<file path="config.mk">
export PLATFORM = sky130hd
export DESIGN_NAME = sar_read_ctrl
export DESIGN_NICKNAME = d
export VERILOG_FILES = /design/src/rtl/sar_pkg.sv /design/src/rtl/sar_seq.sv /design/src/rtl/sar_chan.sv /design/src/rtl/sar_outreg.sv /design/src/rtl/sar_read_ctrl.sv
export SDC_FILE = /design/constraint.sdc
export NUM_CORES = 1
export LEC_CHECK = 0
export ABC_CLOCK_PERIOD_IN_PS = 2700
export BUFFER_PORTS_ARGS = -buffer_cell sky130_fd_sc_hd__buf_2
export CAP_MARGIN = 20
export CORE_MARGIN = 2
export CORE_UTILIZATION = 54
export DETAILED_ROUTE_END_ITERATION = 8
export GPL_TIMING_DRIVEN = 0
export HOLD_SLACK_MARGIN = 0.03
export PLACE_DENSITY = 0.79
export SLEW_MARGIN = 20
export SYNTH_ARGS = -nofsm -noshare
export SYNTH_HDL_FRONTEND = slang
export SYNTH_SLANG_ARGS = --single-unit
</file>
<file path="constraint.sdc">
create_clock -name clk_i -period 2.7 [get_ports clk_i]
set_clock_uncertainty 0.2 [all_clocks]
set_input_delay 0.405 -clock clk_i [delete_from_list [all_inputs] [get_ports clk_i]]
set_output_delay 0.405 -clock clk_i [all_outputs]
set_load 0.1 [all_outputs]
</file>
<file path="src/rtl/sar_pkg.sv">
package sar_pkg;
  typedef enum logic [1:0] {ST_IDLE, ST_SAMPLE, ST_STEP} sar_state_e;

  function automatic logic [2:0] chan_count(input logic [1:0] mode);
    case (mode)
      2'd0:    return 3'd4;
      2'd1:    return 3'd3;
      2'd2:    return 3'd3;
      default: return 3'd2;
    endcase
  endfunction

  function automatic logic chan_is_diff(input logic [1:0] mode, input logic [1:0] ch);
    case (mode)
      2'd0:    return 1'b0;
      2'd2:    return ch == 2'd2;
      default: return 1'b1;
    endcase
  endfunction
endpackage

</file>
<file path="src/rtl/sar_seq.sv">
module sar_seq
  import sar_pkg::*;
#(
  parameter int WIDTH = 8
) (
  input  logic             clk_i,
  input  logic             rst_ni,
  input  logic             accept_i,
  input  logic             cmp_i,
  input  logic             diff_i,
  output logic             busy_o,
  output logic             sample_o,
  output logic             fin_o,
  output logic [WIDTH-1:0] dac_code_o,
  output logic [WIDTH-1:0] result_o
);
  localparam int IW = $clog2(WIDTH);

  sar_state_e       state_q;
  logic [IW-1:0]    idx_q;
  logic [WIDTH-1:0] code_q, bit_sel, trial, raw;
  logic             diff_q;

  assign bit_sel    = {{(WIDTH-1){1'b0}}, 1'b1} << idx_q;
  assign trial      = code_q | bit_sel;
  assign busy_o     = state_q != ST_IDLE;
  assign sample_o   = state_q == ST_SAMPLE;
  assign fin_o      = (state_q == ST_STEP) && (idx_q == '0);
  assign dac_code_o = (state_q == ST_STEP) ? trial : '0;
  assign raw        = cmp_i ? trial : code_q;
  // differential: offset binary -> two's complement
  assign result_o   = diff_q ? {~raw[WIDTH-1], raw[WIDTH-2:0]} : raw;

  always_ff @(posedge clk_i or negedge rst_ni) begin
    if (!rst_ni) begin
      state_q <= ST_IDLE;
      idx_q   <= '0;
      code_q  <= '0;
      diff_q  <= 1'b0;
    end else if (accept_i) begin
      state_q <= ST_SAMPLE;
    end else begin
      case (state_q)
        ST_SAMPLE: begin
          state_q <= ST_STEP;
          idx_q   <= IW'(WIDTH - 1);
          code_q  <= '0;
          diff_q  <= diff_i;
        end
        ST_STEP: begin
          code_q <= raw;
          if (idx_q == '0) state_q <= ST_IDLE;
          else             idx_q   <= idx_q - 1'b1;
        end
        default: state_q <= ST_IDLE;
      endcase
    end
  end
endmodule

</file>
<file path="src/rtl/sar_chan.sv">
module sar_chan
  import sar_pkg::*;
(
  input  logic       clk_i,
  input  logic       rst_ni,
  input  logic       wr_i,
  input  logic [1:0] chan_i,
  input  logic [1:0] mode_i,
  input  logic       autoinc_i,
  input  logic       adv_i,
  output logic [1:0] chan_o
);
  logic [2:0] last;
  assign last = chan_count(mode_i) - 3'd1;

  always_ff @(posedge clk_i or negedge rst_ni) begin
    if (!rst_ni)                chan_o <= '0;
    else if (wr_i)              chan_o <= chan_i;
    else if (adv_i && autoinc_i)
      chan_o <= ({1'b0, chan_o} >= last) ? 2'd0 : chan_o + 2'd1;
  end
endmodule

</file>
<file path="src/rtl/sar_outreg.sv">
module sar_outreg #(
  parameter int WIDTH = 8
) (
  input  logic             clk_i,
  input  logic             rst_ni,
  input  logic             accept_i,
  input  logic             fin_i,
  input  logic [WIDTH-1:0] result_i,
  output logic [WIDTH-1:0] tx_o,
  output logic             load_o,
  output logic             done_o
);
  localparam logic [WIDTH-1:0] POR_VAL = {1'b1, {(WIDTH-1){1'b0}}};

  logic [WIDTH-1:0] data_q;

  always_ff @(posedge clk_i or negedge rst_ni) begin
    if (!rst_ni) begin
      data_q <= POR_VAL;
      tx_o   <= '0;
      load_o <= 1'b0;
      done_o <= 1'b0;
    end else begin
      load_o <= accept_i;
      done_o <= fin_i;
      if (fin_i)    data_q <= result_i;
      // forward a result completing on the same edge
      if (accept_i) tx_o <= fin_i ? result_i : data_q;
    end
  end
endmodule

</file>
<file path="src/rtl/sar_read_ctrl.sv">
module sar_read_ctrl
  import sar_pkg::*;
#(
  parameter int WIDTH = 8
) (
  input  logic             clk_i,
  input  logic             rst_ni,
  input  logic             read_mode_i,
  input  logic             ack_trig_i,
  input  logic             cfg_wr_i,
  input  logic [1:0]       cfg_chan_i,
  input  logic [1:0]       cfg_mode_i,
  input  logic             cfg_autoinc_i,
  input  logic             cmp_i,
  output logic             sh_sample_o,
  output logic [WIDTH-1:0] dac_code_o,
  output logic             busy_o,
  output logic             done_o,
  output logic             tx_load_o,
  output logic [WIDTH-1:0] tx_byte_o,
  output logic [1:0]       chan_o
);
  logic             accept, fin, diff;
  logic [WIDTH-1:0] result;

  assign accept = read_mode_i && ack_trig_i && (!busy_o || fin);
  assign diff   = chan_is_diff(cfg_mode_i, chan_o);

  sar_seq #(.WIDTH(WIDTH)) u_seq (
    .clk_i, .rst_ni,
    .accept_i  (accept),
    .cmp_i,
    .diff_i    (diff),
    .busy_o,
    .sample_o  (sh_sample_o),
    .fin_o     (fin),
    .dac_code_o,
    .result_o  (result)
  );

  sar_chan u_chan (
    .clk_i, .rst_ni,
    .wr_i      (cfg_wr_i),
    .chan_i    (cfg_chan_i),
    .mode_i    (cfg_mode_i),
    .autoinc_i (cfg_autoinc_i),
    .adv_i     (fin),
    .chan_o
  );

  sar_outreg #(.WIDTH(WIDTH)) u_out (
    .clk_i, .rst_ni,
    .accept_i  (accept),
    .fin_i     (fin),
    .result_i  (result),
    .tx_o      (tx_byte_o),
    .load_o    (tx_load_o),
    .done_o
  );
endmodule

</file>
==> results of run 1 <==
-- repair_timing --
action                     4_1_cts  5_1_grt
hold buffers                     1        0
resized for setup                9        0
hold endpoints to repair        33        0
setup endpoints to repair        8        0
setup buffers                    0        0
-- power by group --
part,internal [mW],switching [mW],total (mW)
clock network,0.290,0.188,0.478
registers,0.627,0.0688,0.696
logic,0.249,0.823,1.07
total,1.17,1.08,2.25
-- through the flow --
step / power, mW / cells / cell area [um2]
after floorplan: 1.59 / 169 / 1760
after global placement: 1.74 / 245 / 1970
after detailed placement: 1.77 / 245 / 1970
after CTS: 2.26 / 254 / 2110
after global routing: 2.35 / 254 / 2110
final: 2.25 / 254 / 2110
-- synthesized netlist by cell type --
cell type / n
nand3b_4: 1
o41ai_1: 2
inv_1: 9
inv_6: 1
mux2_4: 6
nand2b_1: 2
nand4_1: 1
ha_1: 14
buf_2: 1
inv_2: 1
buf_6: 1
xnor2_1: 1
clkbuf_1: 2
o21a_1: 5
a2bb2oi_1: 1
a21o_1: 1
nor2b_1: 10
a32o_1: 1
nand2_1: 22
nor2_1: 14
a31oi_1: 4
a41oi_1: 1
and3b_1: 1
and4_1: 1
o21ai_0: 4
mux2_1: 1
dfstp_2: 1
a22oi_1: 2
a21oi_1: 17
dfrtp_1: 33
o21ai_1: 2
nand3_1: 5
a21o_4: 1
-- layer usage --
| layer | up-vias | global-route usage | part of all wire |
|---|---|---|---|
| met5 | - | 0 | 0 |
| met4 | 0 | 0.112 | 0.021 |
| met3 | 8 | 0.0725 | 0.050 |
| met2 | 37 | 0.353 | 0.49 |
| met1 | 653 | 0.288 | 0.44 |
| li1 | 661 | - | - |
-- sequential cells by signal, summed over array words and instances, names as in the netlist --
register / count
u_out.done_o: 1
u_chan.chan_o: 2
u_seq.code_q: 8
u_seq.state_q: 2
u_out.load_o: 1
u_seq.idx_q: 3
u_seq.diff_q: 1
u_out.data_q: 8
u_out.tx_o: 8
-- area by class of cell --
cell class | count | area [um2] | share of cell area
Buffer | 4 | 25.0 | 0.0119
Clock buffer | 5 | 37.5 | 0.0178
Clock inverter | 3 | 68.8 | 0.0326
Inverter | 11 | 46.3 | 0.0219
Multi-Input combinational cell | 120 | 835 | 0.396
Sequential cell | 34 | 852 | 0.404
Tap cell | 44 | 55.1 | 0.0261
Timing Repair Buffer | 33 | 190 | 0.0902
-- worst min-delay path by stage --
stage | startpoint | slack [ns] | end | depth (start not counted)
after detailed placement | u_out.data_q[0] | 0.27 | u_out.data_q[0] | 2
after floorplan | rst_ni | -0.09 | u_chan.chan_o[0] | 0
after global routing | cfg_wr_i | 0.11 | u_chan.chan_o[1] | 2
after CTS | cfg_wr_i | 0.09 | u_chan.chan_o[0] | 2
after global placement | u_out.data_q[0] | 0.25 | u_out.data_q[0] | 2
final | cfg_chan_i[0] | 0.10 | u_chan.chan_o[0] | 3
-- critical path: stages (launching register included) --
cell and delay (ns):
dfrtp_1 0.41, inv_1 0.09, ha_1 0.31, clkbuf_2 0.28, nor2b_2 0.19, buf_4 0.29
-- logic make-up (layout without fill, tap and decap cells) --
logic type                 Yosys count  after routing  share of synthesized area
muxes                                7              7                     0.0580
buffers and inverters               15             56                     0.0401
DFF                                 34             34                      0.488
AOI/OAI and AO/OA                   41             41                      0.149
adders and majority gates           14             14                      0.100
xor gates and xnor gates             1              1                    0.00502
and+or+nand+nor                     57             57                      0.160
==> impl_metrics.json, run 1 <==
{
  "layout_commonest_cell": "dfrtp_1",
  "fin_crit_sh": 0.935,
  "gp_congestion": 0.854,
  "syn_nets": 194,
  "cp_max_fo": 10,
  "drc": 0,
  "final_nets": 234,
  "clockRootBuffer": "clkbuf_4",
  "grt.total_usage": 0.228,
  "syn_area_per_cell_um2": 10.3,
  "final-hold-violation-count": 0,
  "clk_latency_ns": 0.36,
  "status": "complete, no violations",
  "cp-start-kind": "register",
  "setup-tns-final_ns": 0,
  "die_h_um": 60.9,
  "pre_cts_ws_ns": 0.268,
  "io_pins": 33,
  "synth_top_area_cell": "dfrtp_1",
  "dieWidth_um": 60.9,
  "holdWs_ns": 0.105,
  "die-area_um2": 3710,
  "n_antenna_cell": 0,
  "grt_pass1_wl_mm": 6.07,
  "r2r-end": "u_out.tx_o[2]",
  "hold_class": "input port to register",
  "htreeDepth": 2,
  "portBuffers": 32,
  "routed_via_density": 5.35,
  "grt_remaining_overflow": 0,
  "drtPass1Iterations": 4,
  "synth.distinct_cells": 33,
  "crit_start": "u_seq.state_q[0]",
  "drive_gt1_frac": 0.276,
  "vias": 1359,
  "max_clock_freq_ghz": 0.396,
  "grt_max_degree": 35,
  "r2r_cells": 6,
  "layout_common_cells": "dfrtp_1, buf_2, nand2_1",
  "cp.required_ns": 2.10,
  "ys.warnings.count": 0,
  "numClockSinks": 34,
  "postSynthCellCount": 169,
  "cap_violations": 0,
  "synth-seq-cells": 34,
  "final_util": 0.691,
  "worstMarginPinSlew_ns": 0.740,
  "antenna_left": 0,
  "antenna_found_initial": 0,
  "core_area_um2": 3050,
  "drv_slew": 0,
  "cts_tree": "done",
  "critPathKind": "register to output port",
  "endpoint": "dac_code_o[7]",
  "r2r_slack_ns": 0.57,
  "cp.arrival_ns": 1.92,
  "max_slew_margin": 0.507,
  "end_kind": "output port",
  "layout_setup_ws_ns": 0.175,
  "min_period_ns": 2.52,
  "fill_cells": 241,
  "wl_per_cell_um": 14.3,
  "hpwl_mm": 2.70,
  "synth_top_area_share": 0.473,
  "cts_made_buffers": 5,
  "setup_violations": 0,
  "synth.area.top_cells": "dfrtp_1, ha_1, mux2_4",
  "area_growth_pct": 20.8,
  "rows": 20,
  "wl_mm": 3.63,
  "cts_buffer_depth": 2,
  "rsz0062_at_grt": "no",
  "p_per_area_nw_per_um2": 1060,
  "syn_area_um2": 1750,
  "ys_seq_area_frac": 0.488,
  "vdd_drop_max_uv": 451,
  "grt_pass1_vias": 1358,
  "timing.rr.start": "u_seq.idx_q[0]",
  "total_leakage_power_nw": 1.09,
  "path_clk_slew_ns": 0.11,
  "initial_core_util": 0.572,
  "drtIter0Drc": 59
}
Note: power is estimated with default switching activity, not from simulation.
==> run 2, diff against run 1 <==
CORE_UTILIZATION = 55   (was 54)
PLACE_DENSITY = 0.85   (was 0.79)
SETUP_SLACK_MARGIN = 0.5   (was default)
SYNTH_HIERARCHICAL = 1   (was default)
==> run 2 against run 1 <==
First-iteration DRC count grew to 2.7 times the previous value. Flip-flop and latch count is the same. Maximum frequency grew 14%. Synthesized cell count shrank 4.1%. Non-clock buffer count grew 13. Highest routed layer unchanged. Count of clock-buffer cells in the layout is the same.
==> impl_metrics.json, run 2 <==
{
  "hold_class": "input port to register",
  "layout_common_cells": "dfrtp_1, buf_2, mux2_4",
  "setup_violations": 0,
  "ys_seq_area_frac": 0.469,
  "multi_input_area_um2": 1070,
  "drtIter0Drc": 161,
  "synth-seq-cells": 34,
  "postSynthCellCount": 162,
  "n_antenna_cell": 0,
  "core_area_um2": 3100,
  "reg.largest.list": "u_out/data_q x8, u_out/tx_o x8, u_seq/code_q x8",
  "die_h_um": 61.5,
  "cp.arrival_ns": 1.60,
  "layout_setup_ws_ns": 0.493,
  "end_kind": "output port",
  "drive_gt1_frac": 0.535,
  "synth.area.top_cells": "dfrtp_1, mux2_4, ha_1",
  "grt.total_usage": 0.283,
  "async_flop_share": 1.00,
  "synth.distinct_cells": 35,
  "critPathKind": "register to output port",
  "grt_remaining_overflow": 0,
  "p_per_area_nw_per_um2": 645,
  "syn_area_um2": 1820,
  "synth.cells.most_frequent": "dfrtp_1, nor2_1, a21oi_1",
  "fill_cells": 158,
  "gp_congestion": 0.855,
  "max_slew_margin": 0.492,
  "cp_max_fo": 6,
  "cts_made_buffers": 5,
  "layout_commonest_cell": "dfrtp_1",
  "area_growth_pct": 41.2,
  "vias": 1566,
  "initial_core_util": 0.586,
  "final_nets": 237,
  "hpwl_mm": 2.80,
  "min_period_ns": 2.21,
  "portBuffers": 32,
  "ys.flop_type": "dfrtp_1",
  "synth_edf_count": 0,
  "cts_tree": "done",
  "cts_buffer_depth": 2,
  "cp_cell_sequence": "inv_2 > ha_4 > and2b_4 > nor2_4 > nor2_4 > buf_12",
  "max_clock_freq_ghz": 0.453,
  "setup-tns-final_ns": 0,
  "grt_pass1_vias": 1551,
  "worst_path_max_delay_cell": "dfrtp_1",
  "seq_area_um2": 853,
  "syn_area_per_cell_um2": 11.2,
  "rows": 20,
  "drv_slew": 0,
  "synth_top_area_share": 0.454,
  "status": "complete, no violations",
  "drc": 0,
  "ys.warnings.count": 6,
  "cp.required_ns": 2.10,
  "cp-start-kind": "register",
  "clk_latency_ns": 0.35,
  "wl_per_cell_um": 21.3,
  "holdWs_ns": 0.183,
  "final-hold-violation-count": 0,
  "numClockSinks": 34,
  "syn_nets": 185,
  "slowest_delay_ns": 0.44,
  "total_leakage_power_nw": 1.22,
  "pre_cts_ws_ns": 0.342,
  "cpMostUsedCell": "nor2_4",
  "clockRootBuffer": "clkbuf_4",
  "rsz0062_at_grt": "yes",
  "fin_crit_sh": 0.817,
  "worstMarginPinSlew_ns": 0.762,
  "dieWidth_um": 61.5,
  "grt_max_degree": 35,
  "grt_pass1_wl_mm": 7.55,
  "wl_mm": 5.52,
  "io_pins": 33,
  "die-area_um2": 3780,
  "cap_violations": 0,
  "path_clk_slew_ns": 0.11,
  "drtPass1Iterations": 4,
  "antenna_found_initial": 0,
  "routed_via_density": 6.05,
  "antenna_left": 0,
  "synth_top_area_cell": "dfrtp_1",
  "yosysMostFrequentCell": "dfrtp_1",
  "htreeDepth": 2,
  "vdd_drop_max_uv": 525
}
==> run 2: cell type report <==
type | instances | area share
tap | 44 | 0.0215
buffer | 5 | 0.0215
timing repair buffer | 45 | 0.149
multi-input combinational | 109 | 0.418
clock buffer | 5 | 0.0146
sequential | 34 | 0.333
clock inverter | 3 | 0.0176
inverter | 14 | 0.0249
==> run 2: stage by stage <==
stage	utilization	cell area, um2	std cells	total power [mW]
6_report	0.827	2570	259	1.65
5_1_grt	0.827	2570	259	1.71
4_1_cts	0.773	2400	252	1.54
3_5_place_dp	0.670	2080	238	1.10
3_3_place_gp	0.670	2080	238	1.08
2_1_floorplan	-	1860	162	0.995
==> run 2: final timing paths <==
kind                                  from          endpoint  cells past startpoint  slack, ns
min reg2reg                u_out/data_q[4]   u_out/data_q[4]                      1       0.31
min                          cfg_chan_i[0]  u_chan/chan_o[0]                      3       0.18
max                         u_seq/idx_q[0]     dac_code_o[0]                      6       0.49
max in group asynchronous           rst_ni    u_seq/idx_q[2]                      2       1.33
max reg2reg                 u_seq/idx_q[0]   u_seq/code_q[7]                     10       0.51
min in group asynchronous           rst_ni     u_out/tx_o[5]                      2       0.45
==> run 2: cells by family (layout without fill, tap and decap cells) <==
| group | after synthesis | count (layout) | share of synthesized area |
|---|---|---|---|
| adder cells (fa/ha/maj) | 12 | 12 | 0.0826 |
| AND/OR/NAND/NOR | 38 | 38 | 0.114 |
| buffers and inverters | 19 | 72 | 0.0475 |
| AO/OA/AOI/OAI | 41 | 41 | 0.144 |
| flip-flops | 34 | 34 | 0.469 |
| multiplexers | 17 | 17 | 0.138 |
| XOR/XNOR | 1 | 1 | 0.00482 |
==> run 2: power by group <==
part	leakage (nW)	switching [mW]	internal, mW
Sequential	0.442	0.0479	0.557
Clock	0.0374	0.193	0.194
Combinational	0.736	0.439	0.223
Total	1.22	0.681	0.973
==> run 2: timing repair <==
action,4_1_cts,5_1_grt
hold buffers,1,0
gates resized for setup,52,25
setup buffers,5,7
pin swaps,2,9
setup endpoints to repair,27,28
endpoints found under the hold margin,33,0
==> run 2: metal layers <==
layer  global-route usage  wire length [um]
met1                0.328              2130
met3               0.0756               343
met5                    0                 0
met2                0.472              2770
met4                0.161               271
==> run 2: worst max-delay path: cells and delay by family (launching register included) <==
| kind | cells | cell delay (ns) |
|---|---|---|
| DFF | 1 | 0.44 |
| and+or+nand+nor | 3 | 0.36 |
| buffers and inverters | 2 | 0.29 |
| adders and majority gates | 1 | 0.17 |
